$ cat src/rtl/irq_route_pkg.sv
package irq_route_pkg;

    // Bus offsets within the window
    localparam logic [7:0] OFS_SEL = 8'h00;
    localparam logic [7:0] OFS_WIN = 8'h10;

    // Select values
    localparam logic [7:0] SEL_ID       = 8'h00;
    localparam logic [7:0] SEL_VER      = 8'h01;
    localparam logic [7:0] SEL_ARB      = 8'h02;
    localparam logic [7:0] SEL_TBL_BASE = 8'h10;

    // Fixed identification constants
    localparam logic [7:0] VERSION_CODE = 8'h11;
    localparam int         MASK_BIT     = 16;
    localparam logic [7:0] VEC_MIN      = 8'h10;
    localparam logic [7:0] VEC_MAX      = 8'hFE;
    localparam int         ENT_W        = 64;
    localparam logic [ENT_W-1:0] ENTRY_RESET = 64'h0000_0000_0001_0000;

    typedef enum logic [1:0] {
        ACC_IDLE,
        ACC_READ,
        ACC_SCAN
    } acc_state_t;

    typedef enum logic [2:0] {
        TGT_ID,
        TGT_VER,
        TGT_ARB,
        TGT_ENTRY_LO,
        TGT_ENTRY_HI,
        TGT_NONE
    } tgt_t;

endpackage

$ cat src/rtl/irq_sel_decode.sv
module irq_sel_decode
    import irq_route_pkg::*;
#(
    parameter int NUM_PINS = 24,
    parameter int IDX_W    = 5
) (
    input  logic [7:0]       sel,
    output tgt_t             tgt,
    output logic [IDX_W-1:0] idx
);

    logic [7:0] rel;
    logic [6:0] slot;

    always_comb begin
        rel  = sel - SEL_TBL_BASE;
        slot = rel[7:1];
        idx  = slot[IDX_W-1:0];
        tgt  = TGT_NONE;
        if (sel == SEL_ID) begin
            tgt = TGT_ID;
        end else if (sel == SEL_VER) begin
            tgt = TGT_VER;
        end else if (sel == SEL_ARB) begin
            tgt = TGT_ARB;
        end else if ((sel >= SEL_TBL_BASE) && (int'(slot) < NUM_PINS)) begin
            tgt = rel[0] ? TGT_ENTRY_HI : TGT_ENTRY_LO;
        end
    end

endmodule

$ cat src/rtl/irq_entry_filter.sv
module irq_entry_filter
    import irq_route_pkg::*;
(
    input  logic [31:0] wdata,
    output logic        accept
);

    logic masked;
    logic vec_ok;

    always_comb begin
        masked = wdata[MASK_BIT];
        vec_ok = (wdata[7:0] >= VEC_MIN) && (wdata[7:0] <= VEC_MAX);
        accept = masked || vec_ok;
    end

endmodule

$ cat src/rtl/irq_redir_table.sv
module irq_redir_table
    import irq_route_pkg::*;
#(
    parameter int NUM_PINS = 24,
    parameter int IDX_W    = 5
) (
    input  logic                      clk,
    input  logic                      rst_n,
    input  logic                      wr_lo,
    input  logic                      wr_hi,
    input  logic [IDX_W-1:0]          idx,
    input  logic [31:0]               wdata,
    output logic [31:0]               rd_lo,
    output logic [31:0]               rd_hi,
    output logic [NUM_PINS*ENT_W-1:0] entries_flat
);

    for (genvar g = 0; g < NUM_PINS; g++) begin : g_ent
        logic [ENT_W-1:0] ent_q;
        logic             hit;

        assign hit = (idx == IDX_W'(g));

        always_ff @(posedge clk or negedge rst_n) begin
            if (!rst_n) begin
                ent_q <= ENTRY_RESET;
            end else begin
                if (wr_lo && hit) ent_q[31:0]  <= wdata;
                if (wr_hi && hit) ent_q[63:32] <= wdata;
            end
        end

        assign entries_flat[g*ENT_W +: ENT_W] = ent_q;
    end

    always_comb begin
        rd_lo = '0;
        rd_hi = '0;
        for (int i = 0; i < NUM_PINS; i++) begin
            if (idx == IDX_W'(i)) begin
                rd_lo = entries_flat[i*ENT_W +: 32];
                rd_hi = entries_flat[i*ENT_W + 32 +: 32];
            end
        end
    end

endmodule

$ cat src/rtl/irq_route_regs.sv
module irq_route_regs
    import irq_route_pkg::*;
#(
    parameter int         NUM_PINS = 24,
    parameter logic [7:0] ID_RESET = 8'h00
) (
    input  logic                      clk,
    input  logic                      rst_n,
    input  logic                      bus_wr,
    input  logic                      bus_rd,
    input  logic [7:0]                bus_addr,
    input  logic [31:0]               bus_wdata,
    output logic [31:0]               bus_rdata,
    output logic                      rescan,
    output logic [NUM_PINS*64-1:0]    entries_flat
);

    localparam int         IDX_W    = (NUM_PINS > 1) ? $clog2(NUM_PINS) : 1;
    localparam logic [7:0] MAX_IDX8 = 8'(NUM_PINS - 1);
    localparam logic [31:0] VER_WORD = {8'h00, MAX_IDX8, 8'h00, VERSION_CODE};

    acc_state_t       state_q, state_d;
    logic [7:0]       sel_q;
    logic [7:0]       id_q;
    logic [31:0]      rdata_q;
    logic [31:0]      rd_mux;

    tgt_t             tgt;
    logic [IDX_W-1:0] idx;
    logic             accept;
    logic [31:0]      rd_lo, rd_hi;

    logic sel_wr, win_wr, entry_hit, wr_lo, wr_hi;

    irq_sel_decode #(.NUM_PINS(NUM_PINS), .IDX_W(IDX_W)) u_dec (
        .sel (sel_q),
        .tgt (tgt),
        .idx (idx)
    );

    irq_entry_filter u_flt (
        .wdata  (bus_wdata),
        .accept (accept)
    );

    always_comb begin
        sel_wr    = bus_wr && (bus_addr == OFS_SEL);
        win_wr    = bus_wr && (bus_addr == OFS_WIN);
        entry_hit = win_wr && ((tgt == TGT_ENTRY_LO) || (tgt == TGT_ENTRY_HI));
        wr_lo     = win_wr && (tgt == TGT_ENTRY_LO) && accept;
        wr_hi     = win_wr && (tgt == TGT_ENTRY_HI);
    end

    irq_redir_table #(.NUM_PINS(NUM_PINS), .IDX_W(IDX_W)) u_tbl (
        .clk          (clk),
        .rst_n        (rst_n),
        .wr_lo        (wr_lo),
        .wr_hi        (wr_hi),
        .idx          (idx),
        .wdata        (bus_wdata),
        .rd_lo        (rd_lo),
        .rd_hi        (rd_hi),
        .entries_flat (entries_flat)
    );

    // Select and identification registers
    always_ff @(posedge clk or negedge rst_n) begin
        if (!rst_n) begin
            sel_q <= 8'h00;
            id_q  <= ID_RESET;
        end else begin
            if (sel_wr) sel_q <= bus_wdata[7:0];
            if (win_wr && (tgt == TGT_ID)) id_q <= bus_wdata[31:24];
        end
    end

    // Read multiplexer
    always_comb begin
        rd_mux = '0;
        if (bus_addr == OFS_SEL) begin
            rd_mux = {24'h0, sel_q};
        end else if (bus_addr == OFS_WIN) begin
            unique case (tgt)
                TGT_ID:       rd_mux = {id_q, 24'h0};
                TGT_VER:      rd_mux = VER_WORD;
                TGT_ARB:      rd_mux = '0;
                TGT_ENTRY_LO: rd_mux = rd_lo;
                TGT_ENTRY_HI: rd_mux = rd_hi;
                default:      rd_mux = '0;
            endcase
        end
    end

    always_ff @(posedge clk or negedge rst_n) begin
        if (!rst_n) begin
            rdata_q <= '0;
        end else if (bus_rd) begin
            rdata_q <= rd_mux;
        end
    end

    // Access sequencer: state register
    always_ff @(posedge clk or negedge rst_n) begin
        if (!rst_n) state_q <= ACC_IDLE;
        else        state_q <= state_d;
    end

    // Access sequencer: transitions
    always_comb begin
        state_d = ACC_IDLE;
        unique case (state_q)
            ACC_IDLE, ACC_READ, ACC_SCAN: begin
                if (entry_hit)   state_d = ACC_SCAN;
                else if (bus_rd) state_d = ACC_READ;
                else             state_d = ACC_IDLE;
            end
            default: state_d = ACC_IDLE;
        endcase
    end

    // Access sequencer: outputs
    always_comb begin
        rescan = 1'b0;
        unique case (state_q)
            ACC_IDLE: rescan = 1'b0;
            ACC_READ: rescan = 1'b0;
            ACC_SCAN: rescan = 1'b1;
            default:  rescan = 1'b0;
        endcase
    end

    assign bus_rdata = rdata_q;

endmodule

$ cat config.mk
export PLATFORM = sky130hd
export DESIGN_NAME = irq_route_regs
export DESIGN_NICKNAME = d
export VERILOG_FILES = /design/src/rtl/irq_route_pkg.sv /design/src/rtl/irq_sel_decode.sv /design/src/rtl/irq_entry_filter.sv /design/src/rtl/irq_redir_table.sv /design/src/rtl/irq_route_regs.sv
export SDC_FILE = /design/constraint.sdc
export NUM_CORES = 2
export LEC_CHECK = 0
export CAP_MARGIN = 20
export CORE_AREA = 2 2 626 628
export DETAILED_ROUTE_END_ITERATION = 10
export DIE_AREA = 0 0 628 630
export DONT_BUFFER_PORTS = 1
export GPL_TIMING_DRIVEN = 0
export HOLD_SLACK_MARGIN = 0.12
export PLACE_DENSITY_LB_ADDON = 0.2
export SYNTH_ARGS = -nofsm -noshare
export SYNTH_HDL_FRONTEND = slang
export SYNTH_SLANG_ARGS = --single-unit
export TNS_END_PERCENT = 20
$ cat constraint.sdc
create_clock -name clk -period 8.25 [get_ports clk]
set_input_delay 1.65 -clock clk [delete_from_list [all_inputs] [get_ports clk]]
set_output_delay 1.65 -clock clk [all_outputs]
set_load 0.03 [all_outputs]
## Yosys cells after proc, flatten, opt, wreduce, memory -nomap -nowiden

Cells that the tools add are included.

| cells by class | value |
|---|---|
| reductions and logical operators | 65 |
| magnitude comparators | 4 |
| equal/unequal tests | 31 |
| $add $sub $neg | 1 |
| mux-type cells | 60 |

Operator list:

| operator | number |
|---|---|
| 32-bit two-way mux | 50 |
| 32-bit one-hot mux with 4 select lines | 1 |
| 1-bit logical AND | 57 |
| 5-bit by 4-bit == test with 1-bit output (second input constant) | 8 |
| 5-bit == test (second input constant) | 8 |
| 5-bit by 3-bit == test with 1-bit output (second input constant) | 4 |
| 8-bit by 5-bit greater-or-equal comparator with 1-bit output (second input constant) | 2 |
| 8-bit zero test | 2 |
| 3-bit two-way mux | 5 |
| 5-bit by 2-bit == test with 1-bit output (second input constant) | 2 |
| 8-bit by 1-bit == test with 1-bit output (second input constant) | 1 |
| 8-bit by 2-bit == test with 1-bit output (second input constant) | 1 |
| 8-bit by 5-bit == test with 1-bit output (second input constant) | 1 |
| 8-bit less-or-equal comparator (second input constant) | 1 |
| 8-bit by 5-bit subtractor with 8-bit output (second input constant) | 1 |
| 7-bit by 5-bit < comparator with 1-bit output (second input constant) | 1 |
| 5-bit by 1-bit == test with 1-bit output (second input constant) | 1 |
| 5-bit zero test | 1 |
| 2-bit two-way mux | 2 |
| 3-bit by 1-bit == test with 1-bit output (second input constant) | 1 |
| 3-bit by 2-bit == test with 1-bit output (second input constant) | 1 |
| 3-bit == test (second input constant) | 1 |
| 3-bit zero test | 1 |
| 3-bit OR reduction | 1 |
| other kinds (5) | 7 |

| word-level totals | value |
|---|---|
| register bits | 1586 |
| input bits | 44 |

## Longest topological paths before layout

| logic depth | value |
|---|---|
| word-level depth | 29 |
| gate-level depth with buffers | 15 |
| mapped depth without buffers | 9 |

## Hierarchy

Synthesis repeated with hierarchy kept, for this count alone.

| second synthesis, totals | value |
|---|---|
| cells, all modules | 5830 |
| area, all modules | 74003.5 um2 |

Modules (own cells, without submodules):

| module | cells each | area an instance (um2) | seq. area each (um2) | times used |
|---|---|---|---|---|
| irq_redir_table | 5583 | 71292.1 | 38466.9 | 1 |
| irq_route_regs | 217 | 2519.9 | 1251.2 | 1 |
| irq_sel_decode | 25 | 155.1 | 0.0 | 1 |
| irq_entry_filter | 5 | 36.3 | 0.0 | 1 |

## Least setup slack after synthesis

OpenSTA, ideal clock, no wires.

| path | value |
|---|---|
| path kind | input to register |
| start | input bus_addr[3] |
| end | register u_tbl.g_ent[6].ent_q[33] |
| data arrival time | 3920 ps |
| cell stages on the path | 9 |
| setup slack | 4205 ps |
| cells stage by stage | or4_1 nor4_4 nand3_2 nor3_4 nand2_1 buf_2 nor2_2 buf_2 mux2_2 |

| on the way | value |
|---|---|
| longest elaborated chain between the ends | 4 |

Ends and longest elaborated chain:

| element | RTL line | source |
|---|---|---|
| start, declared | irq_route_regs.sv:11 | `input logic [7:0] bus_addr,` |
| 8-bit by 5-bit == test with 1-bit output | irq_route_regs.sv:48 | `win_wr = bus_wr && (bus_addr == OFS_WIN);` |
| 1-bit logical AND | irq_route_regs.sv:48 |  |
| 1-bit logical AND | irq_route_regs.sv:51 | `wr_hi = win_wr && (tgt == TGT_ENTRY_HI);` |
| 1-bit logical AND | irq_redir_table.sv:29 | `if (wr_hi && hit) ent_q[63:32] <= wdata;` |
| end signal, assigned | irq_redir_table.sv:29 |  |
| end, declared | irq_redir_table.sv:19 | `logic [ENT_W-1:0] ent_q;` |

Every way passes these cells.
A chain may end at the register's enable or synchronous reset.

## Worst setup path in the final report

| path | value |
|---|---|
| start | register sel_q[4] |
| end | register rdata_q[29], in the netlist bus_rdata[29] |

| on the way | value |
|---|---|
| longest elaborated chain between the ends | 29 |
| elaborated cells between the ends (all ways) | 90 |
| classes of those cells | add/sub: 1; order compare: 2; eq/ne: 28; mux: 55; reduce/logical: 4 |

Ends and longest elaborated chain:

| element | RTL line | source |
|---|---|---|
| start, declared | irq_route_regs.sv:23 | `logic [7:0] sel_q;` |
| start signal, assigned | irq_route_regs.sv:72 | `if (sel_wr) sel_q <= bus_wdata[7:0];` |
| 8-bit by 5-bit subtractor with 8-bit output | irq_sel_decode.sv:16 | `rel = sel - SEL_TBL_BASE;` |
| 5-bit zero test | irq_redir_table.sv:40 | `if (idx == IDX_W'(i)) begin` |
| 32-bit two-way mux (24 in a row) | irq_redir_table.sv:40 |  |
| 32-bit one-hot mux with 4 select lines (*) | irq_route_regs.sv:83 | `unique case (tgt)` |
| 32-bit two-way mux (*) | irq_route_regs.sv:82 | `end else if (bus_addr == OFS_WIN) begin` |
| 32-bit two-way mux (*) | irq_route_regs.sv:80 | `if (bus_addr == OFS_SEL) begin` |
| end signal, assigned | irq_route_regs.sv:98 | `rdata_q <= rd_mux;` |
| end, declared | irq_route_regs.sv:25 | `logic [31:0] rdata_q;` |

Mark *: on every way between the ends. The rest lies on a longest branch, timed or not.

==> flow_metrics.env <==
export IMPL_ys_flop_type="dfrtp_1"
export IMPL_p_per_area_nw_per_um2=204
export IMPL_wl_um=788000
export IMPL_finClkSkew_ns=0.0841
export IMPL_max_slew_margin_pct=-5.68
export IMPL_slew_violations=72
export IMPL_synth_area_um2=73400
export IMPL_die_h_um=630
export IMPL_timing_fmax_mhz=116
export IMPL_grt_start_max_net_pins=218
export IMPL_power_frac_clock_pct=51.4
export IMPL_dr_total_vias=68600
export IMPL_period_share_pct=104
export IMPL_insertion_delay_ns=0.97
export IMPL_boundaryPins=1613
export IMPL_track_usage_pct=38.4
export IMPL_yosysTopAreaCell="dfrtp_1"
export IMPL_final_common_cell="dfrtp_1"
export IMPL_peakVddDrop_mv=0.177
export IMPL_crit_required_ns=9.03
export IMPL_share_seq_of_total_power_pct=41.7
export IMPL_hpwlAfterDp_um=646000
export IMPL_r2r_slack_ns=-0.34
export IMPL_p_switching_mw=5.23
export IMPL_wl_per_cell_um=66.7
export IMPL_cts_buffer_depth=4
export IMPL_place_inst=11300
export IMPL_clock_sinks=1586
export IMPL_tightest_slew_ns=1.59
export IMPL_timing_rr_end="bus_rdata[29]"
export IMPL_drt_first_pass_iters=8
export IMPL_synth_edf_count=0
export IMPL_layout_common_cells="dfrtp_1, mux2_2, mux2_1"
export IMPL_power_internal_mw=13.5
export IMPL_rsz0062_at_grt="false"
export IMPL_core_area_um2=388000
export IMPL_postSynthAreaPerCell_um2=12.5
export IMPL_power_leakage_nw=42.6
export IMPL_synth_seq_cells=1586
export IMPL_path_class="reg2reg"
export IMPL_ant_nets=0
export IMPL_remaining_drc_errors=0
export IMPL_synthToLayoutAreaGrowth_pct=24.6
export IMPL_synth_warnings=0
export IMPL_violations="slew limit, setup timing"
export IMPL_cts_tree="yes"
export IMPL_end_kind="register"
export IMPL_grt_overflow=0
export IMPL_timing_rr_start="sel_q[4]"
export IMPL_drive_above_1_share_pct=30.8
export IMPL_die_x_um=628
export IMPL_holdWs_ns=0.383
export IMPL_status="finished with violations"
export IMPL_setup_ws_ns=-0.340
export IMPL_post_cts_setup_buffers=0
export IMPL_worst_setup_path_start_kind="register"
export IMPL_post_route_min_period_ns=8.59
export IMPL_setup_tns_ns=-4.17
export IMPL_path_clk_slew_ns=0.06
export IMPL_combPwrFrac_pct=6.9
export IMPL_rows=229
export IMPL_synth_area_leaders="dfrtp_1, mux2_2, mux2_1, a21oi_1, a22oi_1"
export IMPL_layout_nets=6342
export IMPL_antenna_found_initial=170
export IMPL_setup_viol=41
export IMPL_start_util_pct=18.9
export IMPL_syn_nets=5917
export IMPL_layout_cells_non_filler=11800
export IMPL_hold_path_class="in2async"
export IMPL_yosysSeqAreaShare_pct=54.1
export IMPL_first_global_vias=63000
export IMPL_r2r_cells=16
export IMPL_cts_inserted_buffers=201
export IMPL_clockRootBuffer="clkbuf_16"
export IMPL_grt_pass1_wl_um=940000
export IMPL_port_buffers=0
export IMPL_worst_path_max_fanout=10
export IMPL_gp_congestion=0.994
export IMPL_maxCapViolations=0
export IMPL_dieArea_um2=396000
export IMPL_yosysTopAreaCellShare_pct=53.3
export IMPL_post_drt_via_cell_ratio=5.81
export IMPL_cts_htree_levels=4
export IMPL_ys_async_sr_fraction_pct=100
export IMPL_drt_initial_drc_count=10200
export IMPL_synth_cell_types=88
export IMPL_p_sw_share_pct=28.0
export IMPL_syn_inst=5871
export IMPL_critPathArrivalTime_ns=9.37
export IMPL_hold_violations=0
-- cells in the mapped netlist, drive strengths merged (12+ instances only) --
cell type and instances:
a2111oi 15, a211oi 36, a21o 30, a21oi 298
a221o 18, a221oi 74, a222oi 29, a22o 31
a22oi 187, a2bb2oi 12, a31oi 22, a32o 15
a32oi 15, and3 29, buf 227, clkbuf 368
dfrtp 1562, dfstp 24, inv 17, mux2 1588
mux2i 39, nand2 189, nand2b 13, nand3 90
nand3b 19, nand4 30, nor2 189, nor2b 18
nor3 40, nor4 13, o2111ai 13, o211ai 33
o21a 26, o21ai 223, o221ai 27, o22a 15
o22ai 100, o2bb2ai 19, or2 20
-- layer usage --
metal	wire [µm]	share of wire, %	GRT usage, %	up-vias
li1	-	-	-	23100
met1	248000	32	37.5	37100
met2	343000	44	58.0	6565
met3	118000	15	22.6	1903
met4	78800	10	32.4	10
met5	78	0.0099	0	-
-- kinds of logic (layout without fill, tap and decap cells) --
logic type	after synthesis	after routing	share of synthesized area, %
mux	1631	1631	25.0
flops	1586	1586	54.1
compound gates	1316	1316	12.2
simple gates	723	723	5.05
buf+inv	612	1191	3.52
fa+ha+maj	2	2	0.0341
xor+xnor	1	1	0.0119
other cells	0	158	0
-- state kept, by name, indices dropped and copies added (netlist names) --
name and flops:
bus_rdata 32, id_q 8, sel_q 8, state_q 2
u_tbl.g_ent.ent_q 1536
-- power groups by stage --
stage | clock [mW] | combinational [mW] | sequential (mW)
final | 9.60 | 1.29 | 7.79
after global routing | 9.88 | 1.26 | 7.79
after CTS | 9.61 | 1.23 | 7.79
after detailed placement | 0 | 1.23 | 7.93
after global placement | 0 | 0.935 | 7.93
after floorplan | 0 | 0.267 | 7.93
-- stage by stage --
stage | instance area, µm² | util (%) | power (mW) | setup slack, ns
detailed placement | 84100 | 21.6 | 9.16 | 0.178
finish | 91400 | 23.6 | 18.7 | -0.340
floorplan | 73400 | - | 8.20 | 4.21
global route | 91100 | 23.5 | 18.9 | 0.232
global placement | 79900 | 20.6 | 8.87 | -3.02
CTS | 90900 | 23.4 | 18.6 | 0.113
-- worst max-delay path by stage --
stage / from / endpoint / cells after the start
after floorplan: bus_addr[3] / u_tbl.g_ent[6].ent_q[33] / 9
after global routing: sel_q[4] / bus_rdata[29] / 16
after global placement: sel_q[4] / bus_rdata[14] / 12
after detailed placement: sel_q[4] / bus_rdata[29] / 16
after CTS: sel_q[4] / bus_rdata[29] / 16
final: sel_q[4] / bus_rdata[29] / 16
-- cell type report --
class                   instances  area (µm²)
clock inverters                63         993
fillers                     41100      297000
repair buffers                222        3870
inverters                      17        63.8
clock buffers                 294        5870
flip-flops and latches       1586       39700
well taps                    5197        6500
multi-input cells            3673       31300
plain buffers                 595        2720
diodes                        158         395
-- worst max-delay path: stages (launching register included) --
cell	delay, ns
dfrtp_1	0.70
buf_2	0.35
clkbuf_1	0.48
inv_1	0.66
ha_1	0.82
buf_2	0.32
clkbuf_1	0.52
clkbuf_1	0.71
buf_1	0.66
buf_8	0.25
nand3_1	0.40
a21oi_2	0.63
nor4_1	0.17
a211oi_1	0.31
nor2_1	0.33
o31ai_1	0.84
o211ai_1	0.19
-- repair_timing --
action	4_1_cts	5_1_grt
resized for setup	0	1
setup endpoints to repair	0	1
hold buffers	0	0
Power figures use the tool's default switching activity.
